<file path="src/rtl/gpio_bank_pkg.sv">
package gpio_bank_pkg;
  localparam int LANES = 32;

  typedef enum logic [2:0] {
    SL_LEVEL = 3'd0,
    SL_DIR   = 3'd1,
    SL_SET   = 3'd2,
    SL_CLR   = 3'd3,
    SL_RISE  = 3'd4,
    SL_FALL  = 3'd5,
    SL_STAT  = 3'd6,
    SL_MASK  = 3'd7
  } reg_slot_e;
endpackage

</file>
<file path="src/rtl/gpio_in_sync.sv">
module gpio_in_sync #(
  parameter int W = 32
) (
  input  logic         clk,
  input  logic         rst,
  input  logic [W-1:0] raw,
  output logic [W-1:0] synced
);
  logic [W-1:0] stage1;
  logic [W-1:0] stage2;

  always_ff @(posedge clk) begin
    if (rst) begin
      stage1 <= '0;
      stage2 <= '0;
    end else begin
      stage1 <= raw;
      stage2 <= stage1;
    end
  end

  assign synced = stage2;
endmodule

</file>
<file path="src/rtl/gpio_addr_map.sv">
module gpio_addr_map
  import gpio_bank_pkg::*;
#(
  parameter int ADDR_W = 10,
  parameter int NB     = 7,
  parameter int BANK_W = 3
) (
  input  logic [ADDR_W-1:0] addr,
  output logic [BANK_W-1:0] bank,
  output reg_slot_e         slot,
  output logic              hit
);
  localparam int GRP_W = ADDR_W - 8;
  localparam int BN_W  = GRP_W + 2;

  logic [5:0]       word;
  logic [GRP_W-1:0] grp;
  logic [4:0]       slot_num;
  logic [1:0]       sub;
  logic [BN_W-1:0]  bnum;
  logic             slot_ok;

  always_comb begin
    word     = addr[7:2];
    grp      = addr[ADDR_W-1:8];
    slot_num = 5'(word / 6'd3);
    sub      = 2'(word % 6'd3);
    bnum     = BN_W'({grp, 1'b0}) + BN_W'(grp) + BN_W'(sub);
    slot_ok  = 1'b1;
    case (slot_num)
      5'd0:    slot = SL_LEVEL;
      5'd1:    slot = SL_DIR;
      5'd2:    slot = SL_SET;
      5'd3:    slot = SL_CLR;
      5'd4:    slot = SL_RISE;
      5'd5:    slot = SL_FALL;
      5'd6:    slot = SL_STAT;
      5'd13:   slot = SL_MASK;
      default: begin
        slot    = SL_LEVEL;
        slot_ok = 1'b0;
      end
    endcase
    hit  = slot_ok && (addr[1:0] == 2'b00) && (bnum < BN_W'(NB));
    bank = BANK_W'(bnum);
  end
endmodule

</file>
<file path="src/rtl/gpio_bank_regs.sv">
module gpio_bank_regs #(
  parameter logic [31:0] LANE_MASK = 32'hFFFF_FFFF
) (
  input  logic        clk,
  input  logic        rst,
  input  logic [31:0] level,
  input  logic        we_dir,
  input  logic        we_set,
  input  logic        we_clr,
  input  logic        we_rise,
  input  logic        we_fall,
  input  logic        we_stat,
  input  logic        we_mask,
  input  logic [31:0] wdata,
  output logic [31:0] out_q,
  output logic [31:0] dir_q,
  output logic [31:0] rise_q,
  output logic [31:0] fall_q,
  output logic [31:0] stat_q,
  output logic [31:0] mask_q
);
  logic [31:0] prev_q;
  logic [31:0] new_edge;
  logic [31:0] clr_vec;
  logic [31:0] wd_lanes;

  assign wd_lanes = wdata & LANE_MASK;
  assign clr_vec  = we_stat ? wdata : 32'd0;
  assign new_edge = mask_q & ((level & ~prev_q & rise_q) | (~level & prev_q & fall_q));

  always_ff @(posedge clk) begin
    if (rst) begin
      out_q  <= '0;
      dir_q  <= '0;
      rise_q <= '0;
      fall_q <= '0;
      stat_q <= '0;
      mask_q <= LANE_MASK;
      prev_q <= '0;
    end else begin
      if (we_set)  out_q  <= out_q | wd_lanes;
      if (we_clr)  out_q  <= out_q & ~wdata;
      if (we_dir)  dir_q  <= wd_lanes;
      if (we_rise) rise_q <= wd_lanes;
      if (we_fall) fall_q <= wd_lanes;
      if (we_mask) mask_q <= wd_lanes;
      stat_q <= (stat_q & ~clr_vec) | new_edge;
      prev_q <= level;
    end
  end

  assert_set_R2: assert property (@(posedge clk) disable iff (rst)
    we_set |=> ((out_q & $past(wd_lanes)) == $past(wd_lanes)));
  assert_clear_R2: assert property (@(posedge clk) disable iff (rst)
    we_clr |=> ((out_q & $past(wdata)) == 32'd0));
  assert_sticky_R6: assert property (@(posedge clk) disable iff (rst)
    (|stat_q) |=> ((stat_q & $past(stat_q & ~clr_vec)) == $past(stat_q & ~clr_vec)));
  assert_mask_gate_R7: assert property (@(posedge clk) disable iff (rst)
    (|(~mask_q & ~stat_q)) |=> ((stat_q & ~$past(stat_q) & ~$past(mask_q)) == 32'd0));
  assert_edge_wins_R8: assert property (@(posedge clk) disable iff (rst)
    (|new_edge) |=> ((stat_q & $past(new_edge)) == $past(new_edge)));
endmodule

</file>
<file path="src/rtl/gpio_bank_ctrl.sv">
module gpio_bank_ctrl
  import gpio_bank_pkg::*;
#(
  parameter int NUM_PINS = 224,
  localparam int NB      = (NUM_PINS + LANES - 1) / LANES,
  localparam int GROUPS  = (NB + 2) / 3,
  localparam int ADDR_W  = 8 + ((GROUPS > 1) ? $clog2(GROUPS) : 1)
) (
  input  logic                clk,
  input  logic                rst,
  input  logic [ADDR_W-1:0]   bus_addr,
  input  logic                bus_wr,
  input  logic [31:0]         bus_wdata,
  output logic [31:0]         bus_rdata,
  input  logic [NUM_PINS-1:0] pin_in,
  output logic [NUM_PINS-1:0] pin_out,
  output logic [NUM_PINS-1:0] pin_oe,
  output logic                irq_any,
  output logic                irq_pin0,
  output logic                irq_pin1
);
  localparam int PAD    = NB * LANES;
  localparam int BANK_W = (NB > 1) ? $clog2(NB) : 1;

  function automatic logic [31:0] lane_mask(input int b);
    logic [31:0] m;
    for (int i = 0; i < LANES; i++) m[i] = ((b * LANES + i) < NUM_PINS);
    return m;
  endfunction

  logic [NUM_PINS-1:0] lvl_sync;
  logic [PAD-1:0]      lvl_pad;
  logic [PAD-1:0]      out_flat;
  logic [PAD-1:0]      dir_flat;
  logic [PAD-1:0]      stat_flat;
  logic [BANK_W-1:0]   dec_bank;
  reg_slot_e           dec_slot;
  logic                dec_hit;
  logic [31:0]         rd_next;

  logic [31:0] r_out  [NB];
  logic [31:0] r_dir  [NB];
  logic [31:0] r_rise [NB];
  logic [31:0] r_fall [NB];
  logic [31:0] r_stat [NB];
  logic [31:0] r_mask [NB];
  logic [31:0] r_lvl  [NB];

  gpio_in_sync #(.W(NUM_PINS)) u_sync (
    .clk(clk), .rst(rst), .raw(pin_in), .synced(lvl_sync)
  );

  generate
    if (PAD > NUM_PINS) begin : g_pad
      assign lvl_pad = {{(PAD - NUM_PINS){1'b0}}, lvl_sync};
    end else begin : g_nopad
      assign lvl_pad = lvl_sync;
    end
  endgenerate

  gpio_addr_map #(.ADDR_W(ADDR_W), .NB(NB), .BANK_W(BANK_W)) u_map (
    .addr(bus_addr), .bank(dec_bank), .slot(dec_slot), .hit(dec_hit)
  );

  generate
    for (genvar b = 0; b < NB; b++) begin : g_bank
      logic sel;
      assign sel = bus_wr && dec_hit && (dec_bank == BANK_W'(b));

      gpio_bank_regs #(.LANE_MASK(lane_mask(b))) u_regs (
        .clk(clk), .rst(rst),
        .level(lvl_pad[b*LANES +: LANES]),
        .we_dir (sel && (dec_slot == SL_DIR)),
        .we_set (sel && (dec_slot == SL_SET)),
        .we_clr (sel && (dec_slot == SL_CLR)),
        .we_rise(sel && (dec_slot == SL_RISE)),
        .we_fall(sel && (dec_slot == SL_FALL)),
        .we_stat(sel && (dec_slot == SL_STAT)),
        .we_mask(sel && (dec_slot == SL_MASK)),
        .wdata(bus_wdata),
        .out_q(r_out[b]), .dir_q(r_dir[b]), .rise_q(r_rise[b]),
        .fall_q(r_fall[b]), .stat_q(r_stat[b]), .mask_q(r_mask[b])
      );

      assign r_lvl[b]                   = lvl_pad[b*LANES +: LANES];
      assign out_flat[b*LANES +: LANES]  = r_out[b];
      assign dir_flat[b*LANES +: LANES]  = r_dir[b];
      assign stat_flat[b*LANES +: LANES] = r_stat[b];
    end
  endgenerate

  assign pin_out = out_flat[NUM_PINS-1:0];
  assign pin_oe  = dir_flat[NUM_PINS-1:0];

  always_comb begin
    rd_next = 32'd0;
    if (dec_hit) begin
      case (dec_slot)
        SL_LEVEL: rd_next = r_lvl[dec_bank];
        SL_DIR:   rd_next = r_dir[dec_bank];
        SL_RISE:  rd_next = r_rise[dec_bank];
        SL_FALL:  rd_next = r_fall[dec_bank];
        SL_STAT:  rd_next = r_stat[dec_bank];
        SL_MASK:  rd_next = r_mask[dec_bank];
        default:  rd_next = 32'd0;
      endcase
    end
  end

  always_ff @(posedge clk) begin
    if (rst) begin
      bus_rdata <= '0;
      irq_any   <= 1'b0;
      irq_pin0  <= 1'b0;
      irq_pin1  <= 1'b0;
    end else begin
      bus_rdata <= rd_next;
      irq_any   <= |stat_flat;
      irq_pin0  <= stat_flat[0];
      irq_pin1  <= stat_flat[1];
    end
  end

  assert_unmapped_R1: assert property (@(posedge clk) disable iff (rst)
    !dec_hit |=> (bus_rdata == 32'd0));
  assert_irq_raise_R9: assert property (@(posedge clk) disable iff (rst)
    (|stat_flat) |=> irq_any);
  assert_irq_quiet_R9: assert property (@(posedge clk) disable iff (rst)
    !(|stat_flat) |=> !irq_any);
  assert_irq_pin0_R9: assert property (@(posedge clk) disable iff (rst)
    stat_flat[0] |=> irq_pin0);
endmodule

</file>
<file path="config.mk">
export PLATFORM = sky130hd
export DESIGN_NAME = gpio_bank_ctrl
export DESIGN_NICKNAME = d
export VERILOG_FILES = /design/src/rtl/gpio_bank_pkg.sv /design/src/rtl/gpio_in_sync.sv /design/src/rtl/gpio_addr_map.sv /design/src/rtl/gpio_bank_regs.sv /design/src/rtl/gpio_bank_ctrl.sv
export SDC_FILE = /design/constraint.sdc
export NUM_CORES = 2
export LEC_CHECK = 0
export BUFFER_PORTS_ARGS = -buffer_cell sky130_fd_sc_hd__buf_2
export CELL_PAD_IN_SITES_DETAIL_PLACEMENT = 1
export CELL_PAD_IN_SITES_GLOBAL_PLACEMENT = 2
export CORE_ASPECT_RATIO = 0.7
export CORE_MARGIN = 2
export CORE_UTILIZATION = 37
export DETAILED_ROUTE_END_ITERATION = 8
export GPL_TIMING_DRIVEN = 0
export PLACE_DENSITY = 0.8
export SYNTH_ARGS = -nofsm -noshare
export SYNTH_HDL_FRONTEND = slang
export SYNTH_SLANG_ARGS = --single-unit
</file>
<file path="constraint.sdc">
create_clock -name clk -period 8.5 [get_ports clk]
set_input_delay 0.425 -clock clk [delete_from_list [all_inputs] [get_ports clk]]
set_output_delay 0.425 -clock clk [all_outputs]
set_load 0.1 [all_outputs]
</file>
; ---- Word level (Yosys, flattened, before mapping)
; Index checks and enable logic that the tools add are counted.
[totals]
inputBits = 269
romBits = 0
ram_bits = 0
memories = 0
word_cells = 290
regBits = 2051
latch_bits = 0
out_inout_bits = 483
[op_classes]
reduce_logical = 73
div = 2
n_shift = 0
magnitude_cmp = 2
mux = 42
bitwise = 94
n_mul = 0
eq_ne = 20
n_addsub = 2
[op_table]
columns = operator, n
row1 = 32-bit bitwise AND, 49
row2 = 32-bit 2-to-1 mux, 33
row3 = 32-bit inverter, 22
row4 = 32-bit bitwise OR, 21
row5 = 32-bit binary-select mux with 3-bit select, 6
row6 = 224-bit OR reduction, 1
row7 = 32-bit case mux with 6 select lines, 1
row8 = 1-bit logical AND, 59
row9 = 3-bit equality test (second input constant), 7
row10 = 3-bit case mux with 7 select lines, 1
row11 = 5-bit by 3-bit equality test with 1-bit output (second input constant), 3
row12 = 2-bit nonzero test, 7
row13 = 3-bit by 2-bit equality test with 1-bit output (second input constant), 4
row14 = 5-bit by 2-bit equality test with 1-bit output (second input constant), 2
row15 = 8-bit OR reduction, 1
row16 = 6-bit by 2-bit divider with 6-bit output (second input constant), 1
row17 = 3-bit by 1-bit equality test with 1-bit output (second input constant), 2
row18 = 3-bit zero test, 2
row19 = 6-bit by 2-bit remainder unit with 6-bit output (second input constant), 1
row20 = 5-bit by 1-bit equality test with 1-bit output (second input constant), 1
row21 = 5-bit by 4-bit equality test with 1-bit output (second input constant), 1
row22 = 5-bit zero test, 1
row23 = 3-bit by 2-bit adder with 4-bit output, 1
row24 = 4-bit by 2-bit adder with 4-bit output, 1
row25 = 7 further kinds, 7

; ---- Logic depth before layout (Yosys ltp)
[logic_depth]
depth_word = 13
ltp_mapped = 31
mapped_depth_nobuf = 25

; ---- Hierarchy
; Synthesis repeated with hierarchy kept, for this count alone.
[unflattened]
cells_unflattened = 7647
hier_area_um2 = 86161.4
[by_module_without_submodules]
columns = mod, seq_area_each_um2, cells_per_inst, n_inst, area_each_um2
row1 = gpio_bank_regs, 4484.3, 757, 7, 8529.4
row2 = gpio_bank_ctrl, 700.7, 1339, 1, 13147.6
row3 = gpio_in_sync, 8968.6, 946, 1, 12776.0
row4 = gpio_addr_map, 0.0, 63, 1, 531.8

; ---- Worst setup path before layout
; No wires, ideal clock.
[synth_timing]
path_kind = in2reg
start = input port bus_addr[6]
end = register g_bank[4].u_regs.fall_q[10]
t_arrival_ps = 6202
path_slack_ps = 2166
required_time_ps = 8368
cell_stages = 31
path_buffers = 6
setup_time_ps = 132
path_cell_list = buf_2 > or3b_1 > nand3b_1 > and2_1 > ha_1 > nor2_1 > a32oi_2 > nor2_2 > buf_2 > xnor2_1 > ha_1 > or3_1 > a21oi_1 > a21oi_1 > o21ai_0 > fa_1 > inv_1 > ha_1 > inv_1 > fa_1 > clkbuf_1 > clkinv_1 > a31o_2 > nor2_1 > o2111ai_1 > buf_2 > or2_2 > clkbuf_1 > buf_2 > nand2_1 > a21oi_1
[synth_between]
elab_chain_len = 9
elab_cells_between_ends = 22
classes_between = 1 x add/sub / 2 x div / 1 x order compare / 9 x eq/ne / 2 x mux / 7 x reduce/logical
[synth_rtl]
columns = element, line
row1 = start: declaration, gpio_bank_ctrl.sv:11  ; input logic [ADDR_W-1:0] bus_addr,
row2 = "parallel branches: the longest is 8 deep, another holds 6-bit by 2-bit remainder unit with 6-bit output", n/a
row3 = 1-bit logical AND *, gpio_bank_ctrl.sv:77  ; .we_fall(sel && (dec_slot == SL_FALL)),
row4 = end signal: assignment, gpio_bank_regs.sv:45  ; if (we_fall) fall_q <= wd_lanes;
row5 = end: declaration, gpio_bank_regs.sv:18  ; output logic [31:0] fall_q,
; Mark *: on every way between the ends.
; A chain may end at the register's enable or synchronous reset.

; ---- Worst setup path in the final report
[layout_timing]
start = input port bus_addr[6]
end = register bus_rdata[18]
[layout_between]
elab_chain_len = 8
elab_cells_between_ends = 45
classes_between = 1 x add/sub / 2 x div / 1 x order compare / 12 x eq/ne / 21 x mux / 2 x bitwise / 6 x reduce/logical
[layout_rtl]
columns = element, line
row1 = "parallel branches: the longest is 8 deep, another holds 6-bit by 2-bit remainder unit with 6-bit output", n/a
row2 = end signal: assignment, gpio_bank_ctrl.sv:117  ; bus_rdata <= rd_next;
row3 = end: declaration, gpio_bank_ctrl.sv:14  ; output logic [31:0] bus_rdata,
; Several ways; the timed one is not identified. The select of a mux whose other input is x is not followed.

==> results.md <==
* Seq/Total Area, Yosys at 0.494
* Final setup fails at 13
* Clk_lat worst skew at 920 ps
* Core ar. at 0.223 sq mm
* CP Max Fanout at 17
* Main combinational cell family by area after synthesis: simple AND/OR/NAND/NOR gates
* Mapped Area at 0.0831 sq mm
* Async SR Flop Fraction at 0
* TritonRoute pass-1 iters at 9
* Post-synth top area share at 0.494
* Largest net degree at the start of global routing at 17
* Synth Area in Compound Gates at 0.174
* Post-route ant nets at 0
* Vias at 87303
* Synth Area in Adders at 0.00108
* Commonest cells in the netlist: dfxtp_1 (2051), nand2_1 (1904), a21oi_1 (974), nor2b_1 (680), clkbuf_1 (629)
* DP Area at 0.0911 sq mm
* Die area at 0.228 sq mm
* Cell count after synthesis at 9277
* Maximum clock frequency at 116 MHz
* Post-Synth Simple-Gate Area at 0.202
* Number of synthesized flops with an enable pin at 0
* Avg Inst Size Synth at roughly 9.0 sq um
* Multiplexer share of the synthesized area at 0.0858
* Crit end category: register
* Die H at around 400 um
* P_leak at between 30 and 40 nW
* Post-synthesis xor/xnor area fraction at 0.000527
* Crit path kind: input port to register
* Die width at about 570 um
* CP Data Arrival Time at 9360 ps
* Max cap viols at 35
* CTS max path bufs at 4
* Critical path launch point type: input port
* DRC errors left at 0
* Final count of pins violating max slew at 278
* Power Dens Cells at 260 mW/mm^2
* Worst-path clk slew at 70 ps
* Top-level I/O count at approximately 750
* H-tree Lvls at 4
* Distinct cells, synth at 67
* Sink Count at 2051
* Max VDD drop at 0.000222 V
* Failing checks: capacitance limit, slew limit, setup timing
* Finished Layout Cells at approximately 14000
* GP Congestion at roughly 1.1
* Number of synthesized register bits at slightly above 2000
* Normalized max-slew margin at -0.130
* Fin util at 0.455
* Hold Worst Slack at 114 ps
* GRT Residual Overflow at 0
* Dpl cells at roughly 13000
* Post-DP HPWL at 451 mm
* Most frequent cell after synthesis: dfxtp_1
* Post-synth net total at 9552
* Worst setup margin at -143 ps
* Final nets at 10762
* CP Data Required Time at between 9000 and 10000 ps
* Count of final hold-check violations at 0
* DR vias/cell at approximately 6.4
* Synth area leaders: dfxtp_1 (49%), nand2_1 (8.6%), a21oi_1 (5.9%)
* Port bufs at between 700 and 800
* Root buffer cell: clkbuf_16
* Final WL at 580 mm
* Period utilization at 1.02
* Slew @ Worst Pin at 1690 ps
* Routed wire per std cell at around 42 um
* Hold crit path type: input port to register
* Initial antenna violation count at between 90 and 100
* First-pass GRT wire length at around 750 mm
* # rows at 145
* Crit path time final at just under 9000 ps
* Total track usage at 0.487
* Dpl ws at -2490 ps
* Yosys top cell by area: dfxtp_1
* 1st-iter DRT viols at roughly 13000
* Post-route cell area at 0.102 sq mm
* Status: finished with violations
* CTS tree: yes
* Area Overhead vs Synth at 22.3%
* Synth Flop Type: dfxtp_1
* Layout cells sized above 1 at 0.156
* Initial Utilization at 0.372
* CTS buffer count at 216
* Vias in the first global route at 80436
* Yosys warning count at 0
* Clock Skews at 49.8 ps
==> worst paths after layout <==
kind                                                       startpoint                                     to  slack (ps)  cells past startpoint
worst max-delay path                                      bus_addr[6]               bus_rdata[18]$_SDFF_PP0_        -140                     25
worst min-delay path                                     bus_wdata[0]  g_bank[3].u_regs.stat_q[0]$_SDFF_PP0_         110                      4
worst max register to register  g_bank[5].u_regs.stat_q[7]$_SDFF_PP0_                     irq_any$_SDFF_PP0_        5480                      5
worst min register to register          u_sync.stage1[194]$_SDFF_PP0_          u_sync.synced[194]$_SDFF_PP0_         440                      1
==> per-stage QoR <==
stage	TNS [ps]	power [mW]
floorplan	0	12.3
global placement	-1181800	15.4
detailed placement	-901920	15.5
CTS	0	25.8
global route	-63.9	26.5
finish	-681	26.4
==> area by class of cell <==
cell class,count,area (sq um)
multi-input combinational,6360,38800
tap,2940,3680
sequential,2051,41100
clock inverter,90,1280
buffer,853,3690
fill,25562,122000
antenna,74,185
clock buffer,296,6240
timing repair buffer,997,6610
inverter,8,31.3
==> power breakdown <==
part | internal [mW] | switching, mW
Clock | 5.98 | 4.50
Sequential | 9.74 | 0.115
Combinational | 1.35 | 4.76
Total | 17.1 | 9.38
==> layer usage <==
metal	vias up	track usage	part of all wire
met5	-	0.0280	0.0021
met2	6864	0.613	0.37
li1	34724	-	-
met1	44339	0.663	0.42
met4	42	0.227	0.054
met3	1334	0.260	0.16
==> critical path: stages <==
cell	delay, ps
buf_2	210
xor2_1	240
o211ai_1	230
and2_1	280
ha_1	340
nor2b_1	300
a32oi_2	140
nor2_2	390
buf_2	310
xnor2_1	140
ha_1	310
clkinv_2	500
o21ai_0	400
fa_1	460
inv_1	80
ha_1	150
inv_1	60
fa_1	540
clkbuf_1	490
clkbuf_2	530
clkbuf_1	910
a211oi_1	130
a221oi_2	650
a22oi_1	350
a41oi_1	760
==> logic make-up after synthesis <==
group / after synthesis
simple gates: 3510
compound gates: 2287
flops: 2051
buf+inv: 866
mux: 552
fa+ha+maj: 6
xor+xnor: 5
==> repair_timing <==
item                                    CTS  global route
endpoints found under the hold margin   224             0
endpoints found under the setup margin  271           455
hold buffers                            224             0
resized for setup                        36            60
buffers inserted                          1             0
==> cells in the final DEF, fill, tap and decap left out, types with 51 or more instances in the layout <==
cell type,instances
dfxtp_1,2051
nand2_1,1902
a21oi_1,974
buf_2,901
nor2b_1,680
clkbuf_1,544
mux2i_1,424
o21ai_0,379
nor2_1,296
nand3b_1,228
and2_1,227
a211o_1,224
dlygate4sd3_1,224
clkbuf_16,217
a311oi_1,215
a22oi_1,168
mux4_2,128
clkbuf_2,105
a211oi_1,91
diode_2,74
a221oi_1,69
nor4_1,58
clkbuf_8,53
o211ai_1,51
Power figures use the tool's default switching activity.
